### config.mk
export PLATFORM = sky130hd
export DESIGN_NAME = ochan_dma
export DESIGN_NICKNAME = d
export VERILOG_FILES = /design/src/rtl/ochan_dma_pkg.sv /design/src/rtl/ochan_dma_ptr.sv /design/src/rtl/ochan_dma_seq.sv /design/src/rtl/ochan_dma_cause.sv /design/src/rtl/ochan_dma.sv
export SDC_FILE = /design/constraint.sdc
export NUM_CORES = 1
export LEC_CHECK = 0
export BUFFER_PORTS_ARGS = -buffer_cell sky130_fd_sc_hd__buf_2
export CORE_UTILIZATION = 37
export DETAILED_ROUTE_END_ITERATION = 10
export PLACE_DENSITY = 0.74
export REMOVE_ABC_BUFFERS = 1
export SYNTH_ARGS = -nofsm -noshare
export SYNTH_HDL_FRONTEND = slang
export SYNTH_SLANG_ARGS = --single-unit
### constraint.sdc
create_clock -name clk -period 3.95 [get_ports clk]
set_input_delay 0.395 -clock clk [delete_from_list [all_inputs] [get_ports clk]]
set_output_delay 0.395 -clock clk [all_outputs]
set_load 0.005 [all_outputs]
### src/rtl/ochan_dma_pkg.sv
package ochan_dma_pkg;

   typedef enum logic [1:0] {
      CH_IDLE  = 2'd0,
      CH_RUN   = 2'd1,
      CH_DRAIN = 2'd2
   } ch_state_e;

   localparam int unsigned N_CAUSE   = 2;
   localparam int unsigned CAUSE_BUF = 0;
   localparam int unsigned CAUSE_EOT = 1;

   typedef struct packed {
      logic trunc_en;
      logic eot_stop;
      logic eot_irq;
      logic buf_irq;
   } ch_ctrl_t;

endpackage

### src/rtl/ochan_dma_ptr.sv
module ochan_dma_ptr #(
   parameter int unsigned ADDR_W = 16,
   parameter int unsigned LEN_W  = 12
) (
   input  logic              clk,
   input  logic              rst_n,
   input  logic              load,
   input  logic [ADDR_W-1:0] ld_addr,
   input  logic [LEN_W-1:0]  ld_len,
   input  logic              step,
   output logic [ADDR_W-1:0] addr,
   output logic [LEN_W-1:0]  count,
   output logic              last_unit
);

   localparam logic [LEN_W-1:0]  ONE_LEN  = LEN_W'(1);
   localparam logic [ADDR_W-1:0] ONE_ADDR = ADDR_W'(1);

   always_ff @(posedge clk or negedge rst_n) begin
      if (!rst_n) begin
         addr  <= '0;
         count <= '0;
      end else if (load) begin
         addr  <= ld_addr;
         count <= ld_len;
      end else if (step) begin
         addr  <= addr + ONE_ADDR;
         count <= count - ONE_LEN;
      end
   end

   assign last_unit = (count == ONE_LEN);

   // a byte is never taken once the buffer is exhausted
   p_no_underflow_r4: assert property (@(posedge clk) disable iff (!rst_n)
      step |-> (count != '0));

   // an accepted byte moves the address by one
   p_addr_step_r3: assert property (@(posedge clk) disable iff (!rst_n)
      (step && !load) |=> (addr == $past(addr) + ONE_ADDR));

endmodule

### src/rtl/ochan_dma_seq.sv
module ochan_dma_seq
   import ochan_dma_pkg::*;
(
   input  logic     clk,
   input  logic     rst_n,
   input  logic     cfg_load,
   input  logic     cfg_run,
   input  ch_ctrl_t cfg_ctrl,
   input  logic     len_zero,
   input  logic     last_unit,
   input  logic     bk_valid,
   input  logic     bk_last,
   input  logic     bk_short,
   input  logic     bk_zlp,
   input  logic     wr_ready,
   output logic     wr_valid,
   output logic     bk_ready,
   output logic     bk_release,
   output logic     step,
   output logic     set_buf,
   output logic     set_eot,
   output logic     busy,
   output ch_ctrl_t ctrl_q
);

   ch_state_e state_q, state_d;
   logic act, in_run, in_drain, data_byte, wr_fire, zlp_take, drop;
   logic hit_end, short_end, zlp_end;

   assign act       = !cfg_load;
   assign in_run    = act && (state_q == CH_RUN);
   assign in_drain  = act && (state_q == CH_DRAIN);
   assign data_byte = bk_valid && !bk_zlp;

   assign wr_valid  = in_run && data_byte;
   assign wr_fire   = wr_valid && wr_ready;
   assign zlp_take  = in_run && bk_valid && bk_zlp;
   assign drop      = in_drain && data_byte;

   assign bk_ready   = (in_run && ((data_byte && wr_ready) || (bk_valid && bk_zlp))) || drop;
   assign bk_release = ((wr_fire || drop) && bk_last) || zlp_take;
   assign step       = wr_fire;

   assign hit_end   = wr_fire && last_unit;
   assign short_end = wr_fire && bk_last && bk_short && ctrl_q.eot_stop;
   assign zlp_end   = zlp_take && ctrl_q.eot_stop;

   assign set_buf = cfg_load ? (cfg_run && len_zero) : hit_end;
   assign set_eot = short_end || zlp_end;
   assign busy    = (state_q != CH_IDLE);

   always_comb begin
      state_d = state_q;
      case (state_q)
         CH_RUN: begin
            if (hit_end && !bk_last && ctrl_q.trunc_en) begin
               state_d = CH_DRAIN;
            end else if (hit_end || short_end || zlp_end) begin
               state_d = CH_IDLE;
            end
         end
         CH_DRAIN: begin
            if (drop && bk_last) begin
               state_d = CH_IDLE;
            end
         end
         default: state_d = state_q;
      endcase
      if (cfg_load) begin
         state_d = (cfg_run && !len_zero) ? CH_RUN : CH_IDLE;
      end
   end

   always_ff @(posedge clk or negedge rst_n) begin
      if (!rst_n) begin
         state_q <= CH_IDLE;
         ctrl_q  <= '0;
      end else begin
         state_q <= state_d;
         if (cfg_load) begin
            ctrl_q <= cfg_ctrl;
         end
      end
   end

   // an idle channel neither writes nor pops
   p_idle_quiet_r12: assert property (@(posedge clk) disable iff (!rst_n)
      (state_q == CH_IDLE) |-> (!wr_valid && !bk_ready));

   // the drop phase never issues a write
   p_drain_no_write_r5: assert property (@(posedge clk) disable iff (!rst_n)
      (state_q == CH_DRAIN) |-> !wr_valid);

   // an accepted write always pops exactly the offered byte
   p_write_pops_r3: assert property (@(posedge clk) disable iff (!rst_n)
      (wr_valid && wr_ready) |-> bk_ready);

   // after an early stop the channel is idle
   p_eot_stops_r6: assert property (@(posedge clk) disable iff (!rst_n)
      (set_eot && !cfg_load) |=> (state_q == CH_IDLE));

endmodule

### src/rtl/ochan_dma_cause.sv
module ochan_dma_cause
   import ochan_dma_pkg::*;
#(
   parameter int unsigned IRQ_REG = 0
) (
   input  logic               clk,
   input  logic               rst_n,
   input  logic [N_CAUSE-1:0] set,
   input  logic [N_CAUSE-1:0] clr,
   input  logic [N_CAUSE-1:0] en,
   output logic [N_CAUSE-1:0] cause,
   output logic               irq
);

   logic [N_CAUSE-1:0] cause_q;
   logic               irq_d;

   for (genvar i = 0; i < N_CAUSE; i++) begin : g_bit
      always_ff @(posedge clk or negedge rst_n) begin
         if (!rst_n) begin
            cause_q[i] <= 1'b0;
         end else if (set[i]) begin
            cause_q[i] <= 1'b1;
         end else if (clr[i]) begin
            cause_q[i] <= 1'b0;
         end
      end

      // a cause holds unless cleared
      p_sticky_r9: assert property (@(posedge clk) disable iff (!rst_n)
         (cause_q[i] && !clr[i]) |=> cause_q[i]);

      // setting wins over a simultaneous clear
      p_set_wins_r9: assert property (@(posedge clk) disable iff (!rst_n)
         set[i] |=> cause_q[i]);
   end

   assign cause = cause_q;
   assign irq_d = |(cause_q & en);

   if (IRQ_REG != 0) begin : g_irq_reg
      logic irq_q;
      always_ff @(posedge clk or negedge rst_n) begin
         if (!rst_n) begin
            irq_q <= 1'b0;
         end else begin
            irq_q <= irq_d;
         end
      end
      assign irq = irq_q;
   end else begin : g_irq_comb
      assign irq = irq_d;
   end

endmodule

### src/rtl/ochan_dma.sv
module ochan_dma
   import ochan_dma_pkg::*;
#(
   parameter int unsigned DATA_W  = 8,
   parameter int unsigned ADDR_W  = 16,
   parameter int unsigned LEN_W   = 12,
   parameter int unsigned IRQ_REG = 0
) (
   input  logic              clk,
   input  logic              rst_n,
   input  logic              cfg_load,
   input  logic              cfg_run,
   input  logic              cfg_trunc,
   input  logic              cfg_eot_stop,
   input  logic              cfg_eot_irq,
   input  logic              cfg_buf_irq,
   input  logic [ADDR_W-1:0] cfg_addr,
   input  logic [LEN_W-1:0]  cfg_len,
   input  logic [1:0]        cause_clr,
   input  logic              bk_valid,
   input  logic [DATA_W-1:0] bk_data,
   input  logic              bk_last,
   input  logic              bk_short,
   input  logic              bk_zlp,
   output logic              bk_ready,
   output logic              bk_release,
   output logic              wr_valid,
   output logic [ADDR_W-1:0] wr_addr,
   output logic [DATA_W-1:0] wr_data,
   input  logic              wr_ready,
   output logic [ADDR_W-1:0] st_addr,
   output logic [LEN_W-1:0]  st_count,
   output logic              st_busy,
   output logic [1:0]        st_cause,
   output logic              irq
);

   if (DATA_W < 1 || ADDR_W < 2 || LEN_W < 2) begin : g_bad_width
      $error("ochan_dma: DATA_W>=1, ADDR_W>=2 and LEN_W>=2 are required");
   end
   if (IRQ_REG > 1) begin : g_bad_irq
      $error("ochan_dma: IRQ_REG must be 0 or 1");
   end

   ch_ctrl_t           cfg_ctrl, ctrl_q;
   logic               len_zero, last_unit, step, set_buf, set_eot;
   logic [N_CAUSE-1:0] cause_set, cause_en;

   assign cfg_ctrl = '{trunc_en: cfg_trunc, eot_stop: cfg_eot_stop,
                       eot_irq: cfg_eot_irq, buf_irq: cfg_buf_irq};
   assign len_zero = (cfg_len == '0);

   ochan_dma_ptr #(.ADDR_W(ADDR_W), .LEN_W(LEN_W)) u_ptr (
      .clk       (clk),
      .rst_n     (rst_n),
      .load      (cfg_load),
      .ld_addr   (cfg_addr),
      .ld_len    (cfg_len),
      .step      (step),
      .addr      (st_addr),
      .count     (st_count),
      .last_unit (last_unit)
   );

   ochan_dma_seq u_seq (
      .clk        (clk),
      .rst_n      (rst_n),
      .cfg_load   (cfg_load),
      .cfg_run    (cfg_run),
      .cfg_ctrl   (cfg_ctrl),
      .len_zero   (len_zero),
      .last_unit  (last_unit),
      .bk_valid   (bk_valid),
      .bk_last    (bk_last),
      .bk_short   (bk_short),
      .bk_zlp     (bk_zlp),
      .wr_ready   (wr_ready),
      .wr_valid   (wr_valid),
      .bk_ready   (bk_ready),
      .bk_release (bk_release),
      .step       (step),
      .set_buf    (set_buf),
      .set_eot    (set_eot),
      .busy       (st_busy),
      .ctrl_q     (ctrl_q)
   );

   assign cause_set[CAUSE_BUF] = set_buf;
   assign cause_set[CAUSE_EOT] = set_eot;
   assign cause_en[CAUSE_BUF]  = ctrl_q.buf_irq;
   assign cause_en[CAUSE_EOT]  = ctrl_q.eot_irq;

   ochan_dma_cause #(.IRQ_REG(IRQ_REG)) u_cause (
      .clk   (clk),
      .rst_n (rst_n),
      .set   (cause_set),
      .clr   (cause_clr),
      .en    (cause_en),
      .cause (st_cause),
      .irq   (irq)
   );

   assign wr_addr = st_addr;
   assign wr_data = bk_data;

   // a release only accompanies a real pop
   p_release_pop_r8: assert property (@(posedge clk) disable iff (!rst_n)
      bk_release |-> (bk_ready && bk_valid));

   // a zero-length load never starts the channel
   p_zero_len_idle_r11: assert property (@(posedge clk) disable iff (!rst_n)
      (cfg_load && cfg_run && len_zero) |=> !st_busy);

endmodule

==> impl_metrics.toml <==
[status]
status = "finished clean"

[logic_synthesis]
ys.flop_type = "dfrtp_1"
avgSynthCellArea_sq_um = 8.86
yosysTopAreaCell = "dfrtp_1"
ys_seq_area_frac = 0.402
synth_edf_count = 0
synth-simple-area-share = 0.259
synth_area_leaders = "dfrtp_1 40%, buf_4 8.0%, nand2_1 5.5%, nand3_1 4.7%, o21ai_0 4.0%"
synthAdderAreaFrac = 0.0168
post_synth_num_cell_types = 42
ys_async_sr_fraction = 1.00
synthCells = 253
ys_seq_elements = 36
synth_compound_area_frac = 0.159
syn_area_sq_mm = 0.00224
synthTopCellsByCount = "36 x dfrtp_1, 33 x nand2_1, 24 x buf_4"
synth_top_area_share = 0.402
synthMuxAreaShare = 0.0201
synth.most_common_cell = "dfrtp_1"
synth-xor-area-share = 0.0313
synth_top_family_by_area = "simple AND/OR/NAND/NOR gates"
yosysWarnings = 0

[final_layout]
nets = 373
num_antenna_cells = 0
layout.cells.non_filler = 392
area_growth_pct = 19.1
postLayoutCoreUtil = 0.470
fin_area_sq_mm = 0.00267
layout-drive-gt1-share = 0.359
fill_cells = 578

[sta]
fin_crit_sh = 0.615
skew_ns = 0.00616
fin_setup_tns_ns = 0
tightest_slew_ns = 0.864
fin_crit_ns = 2.43
slew_viol_final = 0
fmax_mhz = 412
setup_violations = 0
relSlewSlack = 0.423
finalHoldViolCount = 0
rsz0062_at_grt = "no"

[setup_path]
endpoint_kind = "output pin"
path_cells = "buf_2, inv_1, and3_1, buf_2"
reg2reg_slack_ns = 1.95
critPathRequiredTime_ns = 3.56
path_buf_inv = 3
r2r_start = "u_seq.state_q[1]"
critical_path_class = "input port to output pin"
worst-path-max-fanout = 41
rr_worst_depth = 4
cpMostUsedCell = "buf_2"
start_kind = "input port"
cp.arrival_ns = 2.03
r2r_end = "u_ptr.count[10]"
critical_path.top_delay_family = "buffers and inverters"
crit_path_max_incr_delay_ns = 0.62
slowest_stage = "inv_1"

[clocking]
clk_pin_slew_ns = 0.07
cts_tree = "done"
cts_inserted_buffers = 5
cts_sinks = 36
cts_resized = 0
postCtsHoldBufs = 0
cts_buffer_depth = 2
clk_latency_ns = 0.30
postCtsSetupBuffers = 0
h-tree-depth = 2
clockRootBuffer = "clkbuf_8"

[global_routing]
grt_pass1_wl_mm = 9.20
grt_util_all_layers = 0.189
antenna_found_initial = 0
grt-ovfl-total = 0
grt_max_degree = 42
grt_pass1_vias = 1913

[run]
drv_cap = 0

[power_and_ir_drop]
ir_drop_mv = 0.135
power.density_mw_per_mm2 = 333
power_mw = 0.888
leakage_nw = 1.23

[routing]
dr.pass1.iters = 4
via_count = 2140
antenna_left = 0
viasPerCell = 5.46
wl_mm = 5.85
drt_iter0_drc = 73
drc = 0
wl_per_cell_um = 14.9

[floorplanning]
initial_core_util = 0.395
die_y_um = 79.8
rows = 27
die_x_um = 79.8
io_pins = 110
core_area_sq_mm = 0.00568
design.die.area_sq_mm = 0.00637

[placed_design]
hpwlAfterDp_mm = 4.32
postPlaceCellArea_sq_mm = 0.00258
port_buffers = 93
dp_cells = 384
gp_congestion = 0.824

[worst_hold_path]
hold_path.class = "input port to async pin"
-- flip-flops by register name, summed over array words and instances (netlist names) --
name           count
u_seq.state_q      2
u_cause.cause      2
u_ptr.addr        16
u_seq.ctrl_q       4
u_ptr.count       12
-- through the flow --
stage / setup slack (ns) / hold slack (ns)
3_3_place_gp: 1.60 / 0.491
3_5_place_dp: 1.54 / 0.502
4_1_cts: 1.54 / 0.226
2_1_floorplan: 1.92 / 0.0994
6_report: 1.52 / 0.187
5_1_grt: 1.35 / 0.253
-- cells by family after synthesis --
kind of cell               after synthesis
AOI/OAI and AO/OA                       53
xor gates and xnor gates                 8
adders and majority gates                3
buffers and inverters                   42
DFF                                     36
muxes                                    4
and+or+nand+nor                        107
-- metal layers --
| layer | vias to the layer above | GRT usage | share of wire |
|---|---|---|---|
| met2 | 92 | 0.284 | 0.44 |
| met3 | 10 | 0.0606 | 0.071 |
| li1 | 1041 | - | - |
| met5 | - | 0 | 0 |
| met1 | 997 | 0.249 | 0.47 |
| met4 | 0 | 0.0732 | 0.015 |
-- worst register-to-register path: stages, from the launching register on --
cell,delay [ns]
dfrtp_1,0.47
and4bb_2,0.49
nand3_1,0.19
or4_1,0.49
a31o_2,0.25
-- report_power, final --
group	switching, mW	internal (mW)	total, mW
Sequential	0.0412	0.400	0.442
Combinational	0.0883	0.0847	0.173
Clock	0.131	0.142	0.274
Total	0.261	0.627	0.888
-- cell type report --
cell class,count,area [sq um],area share
tap,72,90.1,0.0338
inverter,7,26.3,0.00985
multi-input combinational,175,1090,0.408
sequential,36,901,0.338
clock buffer,8,90.1,0.0338
timing repair buffer,94,473,0.177
-- worst max-delay path by stage --
stage,start,end,slack (ns),depth (start not counted)
2_1_floorplan,u_seq.state_q[1],u_ptr.addr[14],1.92,4
3_3_place_gp,cfg_load,bk_ready,1.60,4
3_5_place_dp,cfg_load,bk_ready,1.54,4
4_1_cts,cfg_load,bk_ready,1.54,4
5_1_grt,cfg_load,bk_ready,1.35,4
6_report,cfg_load,bk_ready,1.52,4
-- placed cells by master (no fill, tap or decap), types with 2 or more instances in the layout --
cell | netlist | layout
o22ai_1 | 2 | 2
inv_1 | 7 | 7
xor2_1 | 6 | 6
a31o_2 | 3 | 3
mux2_2 | 4 | 4
ha_1 | 3 | 3
clkbuf_8 | 0 | 6
o311ai_0 | 8 | 8
o211ai_1 | 10 | 10
o21ai_0 | 18 | 18
buf_2 | 3 | 93
nand3_1 | 21 | 21
clkbuf_1 | 7 | 2
o31ai_1 | 2 | 2
xnor2_1 | 2 | 2
nor2b_1 | 2 | 2
nand4_1 | 8 | 8
or2_2 | 2 | 2
and3_1 | 6 | 6
or4_1 | 4 | 4
nor3_1 | 2 | 2
nand2_1 | 33 | 33
nor4_1 | 4 | 4
a31oi_1 | 7 | 7
nor2_1 | 10 | 10
or3_1 | 4 | 4
dfrtp_1 | 36 | 36
Power figures use the tool's default switching activity.
